`config.mk`:
```
export PLATFORM = sky130hd
export DESIGN_NAME = irq_agg_top
export DESIGN_NICKNAME = d
export VERILOG_FILES = /design/src/rtl/irq_agg_pkg.sv /design/src/rtl/irq_flag_bank.sv /design/src/rtl/irq_enable_reg.sv /design/src/rtl/irq_global_ctl.sv /design/src/rtl/irq_req_combine.sv /design/src/rtl/irq_agg_top.sv
export SDC_FILE = /design/constraint.sdc
export NUM_CORES = 1
export LEC_CHECK = 0
export BUFFER_PORTS_ARGS = -buffer_cell sky130_fd_sc_hd__buf_2
export CORE_MARGIN = 1
export CORE_UTILIZATION = 45
export CTS_BUF_LIST = sky130_fd_sc_hd__clkbuf_2 sky130_fd_sc_hd__clkbuf_4 sky130_fd_sc_hd__clkbuf_8
export DETAILED_ROUTE_END_ITERATION = 16
export HOLD_SLACK_MARGIN = 0.02
export PLACE_DENSITY_LB_ADDON = 0.2
export SETUP_SLACK_MARGIN = 0.3
export SLEW_MARGIN = 20
export SYNTH_ARGS = -nofsm -noshare
export SYNTH_HDL_FRONTEND = slang
export SYNTH_SLANG_ARGS = --single-unit
```
`constraint.sdc`:
```
create_clock -name clk -period 1 [get_ports clk]
set_input_delay 0.15 -clock clk [delete_from_list [all_inputs] [get_ports clk]]
set_output_delay 0.15 -clock clk [all_outputs]
set_load 0.1 [all_outputs]
```
`src/rtl/irq_agg_pkg.sv`:
```
package irq_agg_pkg;

    localparam int REG_W        = 8;
    localparam int ADDR_W       = 2;
    localparam int CORE_SRC_N   = 3;
    localparam int PERIPH_SRC_N = 5;
    localparam int CORE_EN_W    = CORE_SRC_N + 1;

    // Implemented bits of the peripheral flag and enable registers.
    localparam logic [REG_W-1:0] PERIPH_IMPL = 8'hF1;

    typedef enum logic [ADDR_W-1:0] {
        SEL_CORE  = 2'd0,
        SEL_PFLAG = 2'd1,
        SEL_PEN   = 2'd2,
        SEL_NONE  = 2'd3
    } reg_sel_e;

    // Core register image, bit 7 first.
    typedef struct packed {
        logic                  glb;
        logic                  grp;
        logic [CORE_SRC_N-1:0] src_en;
        logic [CORE_SRC_N-1:0] src_flag;
    } core_reg_t;

    typedef struct packed {
        logic core;
        logic pflag;
        logic pen;
    } wr_strobe_t;

    // Place the peripheral event pulses on their register bit positions.
    function automatic logic [REG_W-1:0] periph_evt_to_reg(input logic [PERIPH_SRC_N-1:0] e);
        return {e[4], e[3], e[2], e[1], 3'b000, e[0]};
    endfunction

    function automatic wr_strobe_t decode_write(input logic we, input logic [ADDR_W-1:0] a);
        wr_strobe_t s;
        s.core  = we && (reg_sel_e'(a) == SEL_CORE);
        s.pflag = we && (reg_sel_e'(a) == SEL_PFLAG);
        s.pen   = we && (reg_sel_e'(a) == SEL_PEN);
        return s;
    endfunction

endpackage

```
`src/rtl/irq_flag_bank.sv`:
```
module irq_flag_bank #(
    parameter int             W    = 8,
    parameter logic [W-1:0]   IMPL = '1
) (
    input  logic         clk,
    input  logic         rst,
    input  logic [W-1:0] set_vec,
    input  logic         wr_en,
    input  logic [W-1:0] wr_data,
    output logic [W-1:0] flags
);
    logic unused_bits;
    assign unused_bits = ^((set_vec | wr_data) & ~IMPL);

    for (genvar i = 0; i < W; i++) begin : g_bit
        if (IMPL[i]) begin : g_impl
            logic q;
            always_ff @(posedge clk) begin
                if (rst)
                    q <= 1'b0;
                else if (set_vec[i])
                    q <= 1'b1;          // hardware set beats software write
                else if (wr_en)
                    q <= wr_data[i];
            end
            assign flags[i] = q;
        end else begin : g_tie
            assign flags[i] = 1'b0;
        end
    end
endmodule

```
`src/rtl/irq_enable_reg.sv`:
```
module irq_enable_reg #(
    parameter int           W    = 8,
    parameter logic [W-1:0] IMPL = '1
) (
    input  logic         clk,
    input  logic         rst,
    input  logic         wr_en,
    input  logic [W-1:0] wr_data,
    output logic [W-1:0] en
);
    logic unused_bits;
    assign unused_bits = ^(wr_data & ~IMPL);

    for (genvar i = 0; i < W; i++) begin : g_bit
        if (IMPL[i]) begin : g_impl
            logic q;
            always_ff @(posedge clk) begin
                if (rst)
                    q <= 1'b0;
                else if (wr_en)
                    q <= wr_data[i];
            end
            assign en[i] = q;
        end else begin : g_tie
            assign en[i] = 1'b0;
        end
    end
endmodule

```
`src/rtl/irq_global_ctl.sv`:
```
module irq_global_ctl (
    input  logic clk,
    input  logic rst,
    input  logic cpu_ack,
    input  logic cpu_reti,
    input  logic wr_en,
    input  logic wr_bit,
    output logic glb_en
);
    always_ff @(posedge clk) begin
        if (rst)
            glb_en <= 1'b0;
        else if (cpu_ack)
            glb_en <= 1'b0;
        else if (cpu_reti)
            glb_en <= 1'b1;
        else if (wr_en)
            glb_en <= wr_bit;
    end
endmodule

```
`src/rtl/irq_req_combine.sv`:
```
module irq_req_combine
    import irq_agg_pkg::*;
(
    input  core_reg_t        core_q,
    input  logic [REG_W-1:0] pflag,
    input  logic [REG_W-1:0] pen,
    output logic             irq
);
    logic core_hit;
    logic periph_hit;

    always_comb begin
        core_hit   = |(core_q.src_en & core_q.src_flag);
        periph_hit = core_q.grp & (|(pen & pflag));
        irq        = core_q.glb & (core_hit | periph_hit);
    end
endmodule

```
`src/rtl/irq_agg_top.sv`:
```
module irq_agg_top
    import irq_agg_pkg::*;
(
    input  logic                    clk,
    input  logic                    rst,
    input  logic [CORE_SRC_N-1:0]   core_evt,
    input  logic [PERIPH_SRC_N-1:0] periph_evt,
    input  logic [ADDR_W-1:0]       bus_addr,
    input  logic                    bus_we,
    input  logic [REG_W-1:0]        bus_wdata,
    output logic [REG_W-1:0]        bus_rdata,
    input  logic                    cpu_ack,
    input  logic                    cpu_reti,
    output logic                    irq
);
    wr_strobe_t             wr;
    core_reg_t              core_q;
    logic [CORE_SRC_N-1:0]  core_flags;
    logic [CORE_EN_W-1:0]   core_en;
    logic                   glb_en;
    logic [REG_W-1:0]       pflag;
    logic [REG_W-1:0]       pen;
    core_reg_t              core_wr;

    assign wr      = decode_write(bus_we, bus_addr);
    assign core_wr = core_reg_t'(bus_wdata);

    irq_flag_bank #(.W(CORE_SRC_N), .IMPL('1)) u_core_flags (
        .clk(clk), .rst(rst), .set_vec(core_evt),
        .wr_en(wr.core), .wr_data(core_wr.src_flag), .flags(core_flags)
    );

    irq_enable_reg #(.W(CORE_EN_W), .IMPL('1)) u_core_en (
        .clk(clk), .rst(rst), .wr_en(wr.core),
        .wr_data({core_wr.grp, core_wr.src_en}), .en(core_en)
    );

    irq_global_ctl u_glb (
        .clk(clk), .rst(rst), .cpu_ack(cpu_ack), .cpu_reti(cpu_reti),
        .wr_en(wr.core), .wr_bit(core_wr.glb), .glb_en(glb_en)
    );

    irq_flag_bank #(.W(REG_W), .IMPL(PERIPH_IMPL)) u_pflags (
        .clk(clk), .rst(rst), .set_vec(periph_evt_to_reg(periph_evt)),
        .wr_en(wr.pflag), .wr_data(bus_wdata), .flags(pflag)
    );

    irq_enable_reg #(.W(REG_W), .IMPL(PERIPH_IMPL)) u_pen (
        .clk(clk), .rst(rst), .wr_en(wr.pen), .wr_data(bus_wdata), .en(pen)
    );

    always_comb begin
        core_q.glb      = glb_en;
        core_q.grp      = core_en[CORE_EN_W-1];
        core_q.src_en   = core_en[CORE_SRC_N-1:0];
        core_q.src_flag = core_flags;
    end

    always_comb begin
        unique case (reg_sel_e'(bus_addr))
            SEL_CORE:  bus_rdata = core_q;
            SEL_PFLAG: bus_rdata = pflag;
            SEL_PEN:   bus_rdata = pen;
            default:   bus_rdata = '0;
        endcase
    end

    irq_req_combine u_comb (
        .core_q(core_q), .pflag(pflag), .pen(pen), .irq(irq)
    );
endmodule

```
==> results.sh, run 1 <==
export IMPL_ys_async_sr_fraction_pct=0
export IMPL_synth_area_top_cells="dfxtp_1 (40%), mux2i_1 (20%), a21oi_1 (7.2%)"
export IMPL_synth_nets=126
export IMPL_ys_ff_latch=18
export IMPL_ys_warn_count=0
export IMPL_cts_setup_buffers=1
export IMPL_dp_worst_setup_slack_ns=-0.301
export IMPL_pin_count=32
export IMPL_place_congestion=0.865
export IMPL_initial_core_util_pct=50.5
export IMPL_synth_common_cells="dfxtp_1 (18), mux2i_1 (18), a21oi_1 (13)"
export IMPL_synth_enable_flop_cells=0
export IMPL_yosysSeqAreaShare_pct=39.6
export IMPL_io_buffers=31
export IMPL_yosysTopAreaCell="dfxtp_1"
export IMPL_synth_top_area_share_pct=39.6
export IMPL_syn_area_per_cell_um2=8.83
export IMPL_placed_cells=178
export IMPL_num_rows=15
export IMPL_cts_path_max_buffers=2
export IMPL_stop_stage="clock tree synthesis (4_1_cts)"
export IMPL_post_dp_hpwl_um=2270
export IMPL_synth_cells=103
export IMPL_die_w_um=47.0
export IMPL_post_cts_resized=52
export IMPL_tool_error="[ERROR DPL-0033] detailed placement checks failed during check placement."
export IMPL_ys_flop_type="dfxtp_1"
export IMPL_synth_cell_types=22
export IMPL_syn_cell_area_um2=910
export IMPL_htree_levels=1
export IMPL_cts_root_buffer="clkbuf_4"
export IMPL_outcome="stopped before the end"
export IMPL_cts_inserted_buffers=3
export IMPL_die_y_um=47.0
export IMPL_cts_sinks=18
## metrics by stage
step / hold slack, ns / setup TNS (ns) / area (um2)
floorplan: 0.215 / -1.03 / 1040
global placement: 0.313 / -2.97 / 1480
detailed placement: 0.326 / -3.78 / 1480
## cell families after synthesis
family | after synthesis | synth area share [%]
AND/OR/NAND/NOR | 27 | 14.7
multiplexers | 18 | 19.8
flip-flops | 18 | 39.6
AO/OA/AOI/OAI | 24 | 16.2
buffers and inverters | 16 | 9.63
==> run 2, diff against run 1 <==
- CORE_AREA: default -> 2 2 63 65
- CORE_MARGIN: 1 -> default
- CORE_UTILIZATION: 45 -> default
- CTS_BUF_LIST: sky130_fd_sc_hd__clkbuf_2 sky130_fd_sc_hd__clkbuf_4 sky130_fd_sc_hd__clkbuf_8 -> default
- DIE_AREA: default -> 0 0 65 67
- HOLD_SLACK_MARGIN: 0.02 -> default
- PLACE_DENSITY_LB_ADDON: 0.2 -> 0.15
- SETUP_SLACK_MARGIN: 0.3 -> default
- clock period: 1 -> 1.3 ns (I/O delays scaled with it)
==> run 2 against run 1 <==
Net effect: the flow now finishes, with violations (negative setup slack); area after synthesis unchanged; synthesized cell count unchanged.
==> results.sh, run 2 <==
export IMPL_setup_ws_ns=-0.243
export IMPL_clkLatencyLatePin_ns=0.25
export IMPL_multi_input_area_um2=568
export IMPL_postRouteAntennaNets=0
export IMPL_hold_start="cpu_ack"
export IMPL_track_usage_pct=12.5
export IMPL_initial_core_util_pct=25.2
export IMPL_yosysSeqAreaShare_pct=39.6
export IMPL_hold_depth=2
export IMPL_drc=0
export IMPL_hp_class="in2reg"
export IMPL_vdd_drop_max_mv=0.344
export IMPL_post_drt_wl_per_cell_um=13.0
export IMPL_io_buffers=31
export IMPL_nets=172
export IMPL_rr_worst_depth=3
export IMPL_synth_cell_types=22
export IMPL_ys_ff_latch=18
export IMPL_grt_max_degree=19
export IMPL_fin_total_pwr_mw=1.44
export IMPL_antenna_found_initial=0
export IMPL_rr_endpoint="u_core_flags.g_bit[0].g_impl.q$_SDFFE_PP0P_"
export IMPL_die_y_um=67
export IMPL_dp_worst_setup_slack_ns=0.0278
export IMPL_synth_top_area_share_pct=39.6
export IMPL_slew_headroom_pct=75.9
export IMPL_holdBufCountCts=0
export IMPL_cts_path_max_buffers=2
export IMPL_grt_pass1_vias=871
export IMPL_placed_area_um2=1380
export IMPL_fill_cells=365
export IMPL_ys_async_sr_fraction_pct=0
export IMPL_timing_fmax_ghz=0.648
export IMPL_yosysTopAreaCell="dfxtp_1"
export IMPL_mostFrequentLayoutCell="buf_2"
export IMPL_syn_to_final_growth_pct=66.7
export IMPL_drt_iter0_markers=38
export IMPL_post_route_period_util_pct=119
export IMPL_cts_sinks=18
export IMPL_required_ns=1.11
export IMPL_largestRegisters="u_pen.g_bit.g_impl.q (5), u_pflags.g_bit.g_impl.q (5), u_core_en.g_bit.g_impl.q (4)"
export IMPL_r2r_slack_ns=0.51
export IMPL_rsz0062_at_grt="yes"
export IMPL_cts_root_buffer="clkbuf_8"
export IMPL_leakage_nw=0.649
export IMPL_synth_cells=103
export IMPL_syn_area_per_cell_um2=8.83
export IMPL_ys_warn_count=0
export IMPL_tns_ns=-0.372
export IMPL_clkSlewWorstSetupHoldPaths_ns=0.07
export IMPL_outcome="complete, but fails checks"
export IMPL_dr_pass1_iters=4
export IMPL_cts_inserted_buffers=3
export IMPL_syn_cell_area_um2=910
export IMPL_post_dp_hpwl_um=1970
export IMPL_failed_checks="negative setup slack"
export IMPL_vias_per_cell=4.39
export IMPL_place_congestion=0.795
export IMPL_whs_ns=0.0827
export IMPL_vias=860
export IMPL_grt_pass1_wl_um=4110
export IMPL_num_rows=22
export IMPL_setup_viol=3
export IMPL_pin_count=32
export IMPL_final_cells=196
export IMPL_drv_cap=0
export IMPL_final_cell_mix="buf_2 (21), buf_4 (17), a21oi_1 (13), mux2i_1 (13), nand2_1 (10)"
export IMPL_regArea_um2=375
export IMPL_finClkSkew_ns=0
export IMPL_postLayoutCoreUtil_pct=42.1
export IMPL_synth_common_cells="dfxtp_1 (18), mux2i_1 (18), a21oi_1 (13)"
export IMPL_synth_nets=126
export IMPL_diodes=0
export IMPL_die_w_um=65
export IMPL_totalWireLength_um=2540
export IMPL_placed_cells=188
export IMPL_die_area_um2=4360
export IMPL_synth_enable_flop_cells=0
export IMPL_cellPowerDensity_nw_per_um2=952
export IMPL_cp_end_kind="primary output"
export IMPL_htree_levels=1
export IMPL_tritoncts="done"
export IMPL_crit_arrival_ns=1.35
export IMPL_startpoint_type="flop"
export IMPL_core_area_um2=3610
export IMPL_ys_flop_type="dfxtp_1"
export IMPL_synth_area_top_cells="dfxtp_1 (40%), mux2i_1 (20%), a21oi_1 (7.2%)"
export IMPL_path_class="reg2out"
export IMPL_finalHoldViolations=0
export IMPL_hold_end="u_glb.glb_en$_SDFFE_PP0P_"
export IMPL_critical_path_max_fanout=2
export IMPL_drive_above_1_share_pct=54.1
export IMPL_fin_crit_ns=1.54
export IMPL_grt_overflow=0
export IMPL_finalMaxSlewViolations=0
export IMPL_final_area_um2=1520
export IMPL_r2r_start="u_core_flags.g_bit[0].g_impl.q$_SDFFE_PP0P_"
export IMPL_tightest_slew_ns=0.362
run 2: layout make-up:
type / instances / share of cell area, %
clock buffer: 4 / 3.63
inverter: 9 / 2.23
multi-input combinational: 69 / 37.5
sequential: 18 / 24.8
tap: 48 / 3.96
timing repair buffer: 48 / 28.0
run 2: how the worst max path moves through the flow:
stage | from | to | slack [ns] | depth (start not counted)
global placement | bus_addr[0] | u_glb.glb_en$_SDFFE_PP0P_ | 0.004 | 5
CTS | u_pen.g_bit[4].g_impl.q$_SDFFE_PP0P_ | irq | -0.25 | 4
global route | u_pflags.g_bit[4].g_impl.q$_SDFFE_PP0P_ | irq | -0.29 | 4
floorplan | u_pflags.g_bit[4].g_impl.q$_SDFFE_PP0P_ | irq | -0.10 | 3
detailed placement | u_pflags.g_bit[4].g_impl.q$_SDFFE_PP0P_ | irq | 0.03 | 4
finish | u_pen.g_bit[4].g_impl.q$_SDFFE_PP0P_ | irq | -0.24 | 4
run 2: routing by layer:
layer | routed length [um] | share of wire, % | track usage [%]
met4 | 48 | 1.9 | 5.59
met1 | 1140 | 45 | 15.7
met2 | 1210 | 48 | 20.6
met5 | 0 | 0 | 0
met3 | 139 | 5.5 | 2.53
run 2: kinds of logic after synthesis:
logic type	after synthesis	synth area share [%]
AND/OR/NAND/NOR	27	14.7
flip-flops	18	39.6
multiplexers	18	19.8
AO/OA/AOI/OAI	24	16.2
buffers and inverters	16	9.63
run 2: power by group:
part	switching, mW	internal (mW)	total, mW	leakage [nW]
sequential	0.0266	0.584	0.610	0.152
clock	0.191	0.269	0.461	0.0288
combinational	0.207	0.165	0.372	0.468
total	0.425	1.02	1.44	0.649
run 2: critical path, stage by stage, from the launching register on:
cell	delay (ns)
dfxtp_2	0.32
a222oi_1	0.34
a21bo_2	0.21
a21boi_4	0.06
buf_12	0.16
run 2: what timing repair did:
item                       in CTS  in global routing
hold endpoints to repair        0                  0
setup buffers                   0                  3
pin swaps                       2                  1
setup endpoints to repair       6                  6
gates resized for setup         7                 10
gates cloned                    0                  1
(Power assumes the default switching activity.)
